### src/rtl/girt_pkg.sv
package girt_pkg;

    localparam int NUM_LINES    = 12;
    localparam int SEL_W        = 7;
    localparam int NUM_PADS     = 1 << SEL_W;
    localparam int DATA_W       = 32;
    localparam int ADDR_W       = 3;
    localparam int NUM_SEL_REGS = NUM_LINES / 2;

    // bit positions that software and this block must agree on
    localparam int EN_BIT      = 31;
    localparam int SINGLE_LSB  = 12;
    localparam int POL_LSB     = 0;
    localparam int BOTH_LSB    = 0;
    localparam int HI_SEL_LSB  = 16;
    localparam int LO_SEL_LSB  = 0;

    localparam logic [ADDR_W-1:0] ADR_CTRL = ADDR_W'(0);
    localparam logic [ADDR_W-1:0] ADR_BOTH = ADDR_W'(7);

    typedef struct packed {
        logic [SEL_W-1:0] src;     // pad index
        logic             act_low; // low level / falling edge
        logic             edge_md; // edge-triggered when set
        logic             dual;    // both transitions, overrides the others
    } line_cfg_t;

    // trigger decision for one line; hush masks edge events only
    function automatic logic trig_hit(input logic act_low, input logic edge_md,
                                      input logic dual, input logic prev,
                                      input logic cur, input logic hush);
        logic hit;
        if (dual)
            hit = (prev ^ cur) & ~hush;
        else if (edge_md)
            hit = (act_low ? (prev & ~cur) : (~prev & cur)) & ~hush;
        else
            hit = cur ^ act_low;
        return hit;
    endfunction

endpackage

### src/rtl/girt_sync_bank.sv
module girt_sync_bank #(
    parameter int WIDTH = 128
) (
    input  logic             clk,
    input  logic             rst,
    input  logic [WIDTH-1:0] async_i,
    output logic [WIDTH-1:0] sync_o
);
    logic [WIDTH-1:0] stage1_q;
    logic [WIDTH-1:0] stage2_q;

    always_ff @(posedge clk) begin
        if (rst) begin
            stage1_q <= '0;
            stage2_q <= '0;
        end else begin
            stage1_q <= async_i;
            stage2_q <= stage1_q;
        end
    end

    assign sync_o = stage2_q;
endmodule

### src/rtl/girt_regs.sv
module girt_regs
    import girt_pkg::*;
(
    input  logic              clk,
    input  logic              rst,
    input  logic              wr_en,
    input  logic              rd_en,
    input  logic [ADDR_W-1:0] addr,
    input  logic [DATA_W-1:0] wdata,
    output logic [DATA_W-1:0] rdata,
    output line_cfg_t         cfg_o [NUM_LINES],
    output logic              glob_en_o,
    output logic [NUM_LINES-1:0] reload_o
);
    logic                 en_q;
    logic [NUM_LINES-1:0] pol_q;
    logic [NUM_LINES-1:0] single_q;
    logic [NUM_LINES-1:0] both_q;
    logic [SEL_W-1:0]     src_q [NUM_LINES];
    logic [NUM_LINES-1:0] reload_q;
    logic [DATA_W-1:0]    rd_word;
    logic [DATA_W-1:0]    rdata_q;

    always_ff @(posedge clk) begin
        if (rst) begin
            en_q     <= 1'b0;
            pol_q    <= '0;
            single_q <= '0;
            both_q   <= '0;
            for (int k = 0; k < NUM_LINES; k++) src_q[k] <= '0;
        end else if (wr_en) begin
            if (addr == ADR_CTRL) begin
                en_q     <= wdata[EN_BIT];
                single_q <= wdata[SINGLE_LSB +: NUM_LINES];
                pol_q    <= wdata[POL_LSB +: NUM_LINES];
            end
            if (addr == ADR_BOTH)
                both_q <= wdata[BOTH_LSB +: NUM_LINES];
            for (int j = 0; j < NUM_SEL_REGS; j++) begin
                if (addr == ADDR_W'(j + 1)) begin
                    src_q[2*j]   <= wdata[LO_SEL_LSB +: SEL_W];
                    src_q[2*j+1] <= wdata[HI_SEL_LSB +: SEL_W];
                end
            end
        end
    end

    // one-cycle edge suppression for every line a write can reconfigure
    always_ff @(posedge clk) begin
        if (rst) begin
            reload_q <= '0;
        end else begin
            for (int k = 0; k < NUM_LINES; k++)
                reload_q[k] <= wr_en && (addr == ADR_CTRL || addr == ADR_BOTH ||
                                         addr == ADDR_W'(k / 2 + 1));
        end
    end

    always_comb begin
        rd_word = '0;
        if (addr == ADR_CTRL) begin
            rd_word[EN_BIT]                  = en_q;
            rd_word[SINGLE_LSB +: NUM_LINES] = single_q;
            rd_word[POL_LSB +: NUM_LINES]    = pol_q;
        end else if (addr == ADR_BOTH) begin
            rd_word[BOTH_LSB +: NUM_LINES]   = both_q;
        end else begin
            for (int j = 0; j < NUM_SEL_REGS; j++) begin
                if (addr == ADDR_W'(j + 1)) begin
                    rd_word[LO_SEL_LSB +: SEL_W] = src_q[2*j];
                    rd_word[HI_SEL_LSB +: SEL_W] = src_q[2*j+1];
                end
            end
        end
    end

    always_ff @(posedge clk) begin
        if (rst)        rdata_q <= '0;
        else if (rd_en) rdata_q <= rd_word;
    end

    generate
        for (genvar g = 0; g < NUM_LINES; g++) begin : g_cfg
            assign cfg_o[g].src     = src_q[g];
            assign cfg_o[g].act_low = pol_q[g];
            assign cfg_o[g].edge_md = single_q[g];
            assign cfg_o[g].dual    = both_q[g];
        end
    endgenerate

    assign rdata     = rdata_q;
    assign glob_en_o = en_q;
    assign reload_o  = reload_q;
endmodule

### src/rtl/girt_line.sv
module girt_line
    import girt_pkg::*;
(
    input  logic clk,
    input  logic rst,
    input  logic glob_en,
    input  logic act_low,
    input  logic edge_md,
    input  logic dual,
    input  logic reload,
    input  logic cur,
    output logic irq
);
    logic prev_q;
    logic irq_q;

    // history follows the selected pad every cycle, enabled or not
    always_ff @(posedge clk) begin
        if (rst) begin
            prev_q <= 1'b0;
            irq_q  <= 1'b0;
        end else begin
            prev_q <= cur;
            irq_q  <= glob_en & trig_hit(act_low, edge_md, dual, prev_q, cur, reload);
        end
    end

    assign irq = irq_q;
endmodule

### src/rtl/gpio_irq_router.sv
module gpio_irq_router
    import girt_pkg::*;
(
    input  logic                 clk,
    input  logic                 rst,
    input  logic [NUM_PADS-1:0]  pad_i,
    input  logic                 wr_en,
    input  logic                 rd_en,
    input  logic [ADDR_W-1:0]    addr,
    input  logic [DATA_W-1:0]    wdata,
    output logic [DATA_W-1:0]    rdata,
    output logic [NUM_LINES-1:0] irq_o
);
    logic [NUM_PADS-1:0]  pad_sync;
    line_cfg_t            cfg [NUM_LINES];
    logic                 glob_en;
    logic [NUM_LINES-1:0] reload_v;
    logic [NUM_LINES-1:0] pol_v;
    logic [NUM_LINES-1:0] single_v;
    logic [NUM_LINES-1:0] both_v;
    logic [NUM_LINES-1:0] cur_v;

    girt_sync_bank #(.WIDTH(NUM_PADS)) u_sync (
        .clk     (clk),
        .rst     (rst),
        .async_i (pad_i),
        .sync_o  (pad_sync)
    );

    girt_regs u_regs (
        .clk       (clk),
        .rst       (rst),
        .wr_en     (wr_en),
        .rd_en     (rd_en),
        .addr      (addr),
        .wdata     (wdata),
        .rdata     (rdata),
        .cfg_o     (cfg),
        .glob_en_o (glob_en),
        .reload_o  (reload_v)
    );

    generate
        for (genvar g = 0; g < NUM_LINES; g++) begin : g_line
            assign cur_v[g]    = pad_sync[cfg[g].src];
            assign pol_v[g]    = cfg[g].act_low;
            assign single_v[g] = cfg[g].edge_md;
            assign both_v[g]   = cfg[g].dual;

            girt_line u_line (
                .clk     (clk),
                .rst     (rst),
                .glob_en (glob_en),
                .act_low (pol_v[g]),
                .edge_md (single_v[g]),
                .dual    (both_v[g]),
                .reload  (reload_v[g]),
                .cur     (cur_v[g]),
                .irq     (irq_o[g])
            );
        end
    endgenerate
endmodule

### config.mk
export PLATFORM = sky130hd
export DESIGN_NAME = gpio_irq_router
export DESIGN_NICKNAME = d
export VERILOG_FILES = /design/src/rtl/girt_pkg.sv /design/src/rtl/girt_sync_bank.sv /design/src/rtl/girt_regs.sv /design/src/rtl/girt_line.sv /design/src/rtl/gpio_irq_router.sv
export SDC_FILE = /design/constraint.sdc
export NUM_CORES = 1
export LEC_CHECK = 0
export BUFFER_PORTS_ARGS = -buffer_cell sky130_fd_sc_hd__buf_2
export CAP_MARGIN = 10
export CORE_MARGIN = 3
export CORE_UTILIZATION = 40
export CTS_BUF_LIST = sky130_fd_sc_hd__clkbuf_8
export DETAILED_ROUTE_END_ITERATION = 12
export MAX_ROUTING_LAYER = met4
export PLACE_DENSITY = 0.6
export SLEW_MARGIN = 20
export SYNTH_ARGS = -nofsm -noshare
export SYNTH_HDL_FRONTEND = slang
export SYNTH_SLANG_ARGS = --single-unit
### constraint.sdc
create_clock -name clk -period 4.6 [get_ports clk]
set_clock_uncertainty 0.05 [all_clocks]
set_input_delay 0.92 -clock clk [delete_from_list [all_inputs] [get_ports clk]]
set_output_delay 0.92 -clock clk [all_outputs]
set_load 0.005 [all_outputs]
Word level (Yosys, flattened, before mapping) --
Memories as Yosys holds them, arrays and structs flattened. Index checks and enable logic that the tools add are counted. W data, S select, Z words.
Cells by class: add/subtract/negate cells 0, $mul 0, div/mod/pow operators 0, $lt $le $gt $ge 12, equality and inequality tests 7, shift-type cells 0, mux-type cells 130, bitwise gates (word level) 132, reduce and logical (&&, ||, !) cells 16
Operator list (number):
- $mux W7 | 27
- $lt A7 B8 Y1 const B | 12
- $mux W1 | 88
- $bmux W1 S7 | 12
- $and A1 B1 Y1 | 60
- $not A1 Y1 | 36
- $xor A1 B1 Y1 | 24
- $eq A3 B3 Y1 const B | 4
- $mux W12 | 1
- $or A1 B1 Y1 | 12
- $logic_or A1 B1 Y1 | 7
- $eq A3 B2 Y1 const B | 2
- $logic_and A1 B1 Y1 | 6
- $mux W5 | 1
- $mux W4 | 1
- $reduce_and A2 Y1 | 2
- $eq A3 B1 Y1 const B | 1
- $logic_not A3 Y1 | 1
Word-level totals: register bits 353, bits in latches 0, bits in writable memories 84, memory bits (read-only) 0, input port bits 167, word-level logic and storage cells 330, memories 1
Memory list:
- u_regs.src_q | words 12, bits a word 7, read ports 12, clocked after Yosys merged registers in 0, wr ports 12, RTL line girt_regs.sv:19 | logic [SEL_W-1:0] src_q [NUM_LINES];

Logic depth before layout (Yosys ltp) --
An unclocked memory read counts as a cell.
depth after elaboration 11, depth in mapped cells 17, gate-level depth less buffers 14

Hierarchy --
A second synthesis with hierarchy kept.
Unflattened totals: cells, all modules 2552, area total of the unflattened synthesis 29102.9 µm²
By module, submodules not included:
- gpio_irq_router | instances 1, cells each 1163, area each 13890.8 µm²
- girt_sync_bank | instances 1, cells each 540, area each 6864.1 µm²
- girt_regs | instances 1, cells each 657, area each 6606.3 µm²
- girt_line | instances 12, cells each 16, area each 145.1 µm²

Worst setup path after synthesis --
OpenSTA, ideal clock, no wires.
path kind register to register, start memory u_regs.src_q[2][0], in the netlist u_regs.src_q[0][14], end register g_line[2].u_line.irq_q, setup time 0.116 ns, arrival time 3.227 ns, data required time 4.434 ns, path slack 1.207 ns, stages on the path, launching flop included 16, path buffers 2, cell sequence edfxtp_1 buf_2 buf_2 mux4_2 mux4_2 a22oi_1 o21ai_0 nor2_1 inv_1 ha_1 mux2_2 nand2_1 mux2_2 nor3_1 a31oi_1 nand2_1
RTL lines:
- from (decl) | RTL line girt_regs.sv:19
- to (signal assigned) | RTL line girt_line.sv:24 | irq_q <= glob_en & trig_hit(act_low, edge_md, dual, prev_q, cur, reload);
- to (decl) | RTL line girt_line.sv:15 | logic irq_q;

==> results.cfg <==
[cells_and_area]
postLayoutCellArea_mm2 = 0.0311
fillCellCount = 6252
drive_above_1_share_pct = 35.1
nets = 2630
area_delta_synth_final_pct = 10.6
final_cells = 3427

[logic_synthesis]
ys.flop_type = dfxtp_1
ys_types = 56
async_flop_share_pct = 0
synth_edf_count = 84
synth.avg_cell_area_um2 = 11.6
yosysSeqAreaShare_pct = 33.8
syn_inst = 2415
yosysWarnings = 0
ys_ff_latch = 432
synth_area_mm2 = 0.0281

[worst_setup_path]
critPathKind = reg2reg
r2r_cells = 15
cp_slowest_stage_delay_ps = 1080
arrival_ps = 4640
end_kind = flop
slowest_stage = edfxtp_1
startpoint_type = flop
worst-path-stages = 15
crit_buf_inv = 4
r2r-end = g_line[11].u_line.irq
path_cells = buf_4 -> buf_4 -> mux2_2 -> o22ai_1 -> o221ai_1 -> o22ai_1 -> buf_4 -> o21ai_0 -> o21ai_0 -> inv_1 -> ha_1 -> mux2_2 -> a21oi_1 -> nor2_1 -> a31o_2
r2r_setup_slack_ps = 460
cp_common_cell = buf_4
critPathLaunch = u_regs.src_q[0][79]
endpoint = g_line[11].u_line.irq
crit_path_max_fanout = 15
r2r-start = u_regs.src_q[0][79]
crit_family = compound AO/OA/AOI/OAI gates
cp_data_required_time_ps = 5110

[cts]
root_buffer = clkbuf_8
htreeDepth = 3
ctsResizeCount = 0
cts_sinks = 432
path_clk_slew_ps = 60
cts_tree = built
post_cts_buffers = 0
numCtsBuffers = 71
holdBufCountCts = 0
insertion_delay_ps = 690
cts_buffer_depth = 3

[grt]
grt_max_degree = 238
grt-ovfl-total = 0
grt_pass1_wl_um = 159000
antenna_found_initial = 9
grt_pass1_vias = 22000
track_usage_pct = 30.7

[detailed_routing]
drt_pre_antenna_iters = 5
ant_nets = 0
via_per_inst = 6.59
drtIter0Drc = 3402
wl_per_cell_um = 32.7
vias = 22600
wl_um = 112000
remaining_drc_errors = 0

[sta]
drv_slew = 0
slew-limit-headroom_pct = 26.8
finalSetupTns_ps = 0
hold_viol_final = 0
period_minus_slack_ps = 4140
period_share_pct = 89.9
worst_hold_slack_ps = 348
grt_setup_unrepaired = false
tightest_slew_ps = 1100
timing.fmax_ghz = 0.242
setup_viol = 0

[place]
gp_congestion = 1.03
place_area_mm2 = 0.0297
portBuffers = 196
hpwl_um = 78000
place_inst = 3297

[status]
status = finished clean

[floorplanning]
start_util_pct = 40.7
dieArea_mm2 = 0.0734
pin_count = 211
die_y_um = 271
rows = 96
die_w_um = 271
core_area_mm2 = 0.0691

[power_and_ir_drop]
cellPowerDensity_mw_per_mm2 = 310
peakVddDrop_v = 0.000213
cellLeakagePower_nw = 11.4

[worst_hold_path]
hold_path_class = reg2reg

[job]
cap_violations = 0
[worst reg2reg max path, cell delays in order, from the launching register on]
cell	delay (ps)
edfxtp_1	1080
buf_4	400
buf_4	200
mux2_2	330
o22ai_1	200
o221ai_1	200
o22ai_1	210
buf_4	170
o21ai_0	80
o21ai_0	150
inv_1	80
ha_1	200
mux2_2	270
a21oi_1	140
nor2_1	50
a31o_2	200
[registers in the layout, summed over array words and instances, names as in the netlist]
name                  count
g_line.u_line.irq        12
g_line.u_line.prev_q     12
u_regs.both_q            12
u_regs.glob_en_o          1
u_regs.pol_q             12
u_regs.rdata             25
u_regs.reload_o           6
u_regs.single_q          12
u_regs.src_q             84
u_sync.stage1_q         128
u_sync.sync_o           128
[logic make-up after synthesis]
logic type               after synthesis  synth area share, %
AO/OA/AOI/OAI                        263                 6.23
XOR/XNOR                               4                0.125
adder cells (fa/ha/maj)               24                 1.07
buffers and inverters                404                 6.03
flip-flops                           432                 33.8
multiplexers                         570                 39.1
other                                  1               0.0134
AND/OR/NAND/NOR                      717                 13.6
[layout by cell type (no fill, tap or decap), drive strengths merged, types with 20 or more instances in the layout]
cell type,netlist,routed
nand3,31,31
nor2,143,143
a211oi,23,23
clkbuf,259,80
inv,50,78
o221ai,31,31
dfxtp,348,348
nand3b,20,20
nand2,124,124
nand2b,52,52
buf,95,299
mux2,37,37
mux4,418,418
nor2b,287,287
edfxtp,84,84
ha,24,24
mux2i,115,115
a22oi,22,22
a21oi,90,90
[where the power goes]
group	internal, mW	switching, mW	total [mW]
Sequential	4.06	0.463	4.52
Combinational	0.934	0.936	1.87
Clock	1.68	1.57	3.25
Total	6.67	2.97	9.64
[cell type report]
class	instances	area (um2)	share of cell area [%]
clock buffer	80	1100	3.54
timing repair buffer	299	1910	6.16
antenna	8	20.0	0.0644
tap	931	1160	3.75
inverter	50	188	0.604
multi-input combinational	1585	16900	54.5
clock inverter	42	260	0.838
sequential	432	9490	30.5
[routing by layer]
metal	routed length, um	track usage [%]	part of all wire (%)
met1	39200	36.9	35
met2	49000	44.5	44
met3	15900	10.6	14
met4	7870	18.5	7.0
met5	0	-	0
[synth_stat cells, types with 16 or more instances]
| library cell | count | area [um2] |
|---|---|---|
| o221ai_1 | 31 | 272 |
| a21oi_1 | 90 | 450 |
| edfxtp_1 | 84 | 2520 |
| buf_4 | 30 | 225 |
| a22oi_1 | 22 | 165 |
| a211oi_1 | 23 | 173 |
| ha_1 | 24 | 300 |
| nand3b_1 | 20 | 150 |
| a31oi_1 | 16 | 100 |
| clkbuf_1 | 259 | 972 |
| nor2b_1 | 287 | 1800 |
| nand2b_1 | 52 | 325 |
| nand3_1 | 31 | 155 |
| mux2_2 | 37 | 417 |
| nor2_1 | 143 | 537 |
| inv_1 | 49 | 184 |
| buf_1 | 23 | 86.3 |
| o22ai_1 | 18 | 113 |
| dfxtp_1 | 348 | 6970 |
| nand2_1 | 124 | 465 |
| mux4_2 | 418 | 9410 |
| buf_2 | 40 | 200 |
| mux2i_1 | 115 | 1150 |
| o21ai_0 | 18 | 90.1 |
[worst min-delay path by stage]
stage / cells past startpoint / start / end
3_5_place_dp: 1 / u_sync.stage1_q[110] / u_sync.sync_o[110]
4_1_cts: 1 / u_sync.stage1_q[43] / u_sync.sync_o[43]
6_report: 1 / u_sync.stage1_q[43] / u_sync.sync_o[43]
3_3_place_gp: 1 / u_sync.stage1_q[43] / u_sync.sync_o[43]
5_1_grt: 1 / u_sync.stage1_q[43] / u_sync.sync_o[43]
2_1_floorplan: 1 / u_sync.stage1_q[0] / u_sync.sync_o[0]
[metrics by stage]
| stage | worst slack [ps] | util, % | power, mW |
|---|---|---|---|
| after floorplan | 1210 | - | 5.62 |
| after global placement | 591 | 43.0 | 6.37 |
| after detailed placement | 582 | 43.0 | 6.40 |
| after CTS | 549 | 44.9 | 9.65 |
| after global routing | 324 | 45.0 | 9.99 |
| final | 462 | 45.0 | 9.64 |
No activity file was read; power rests on OpenSTA's default activity.
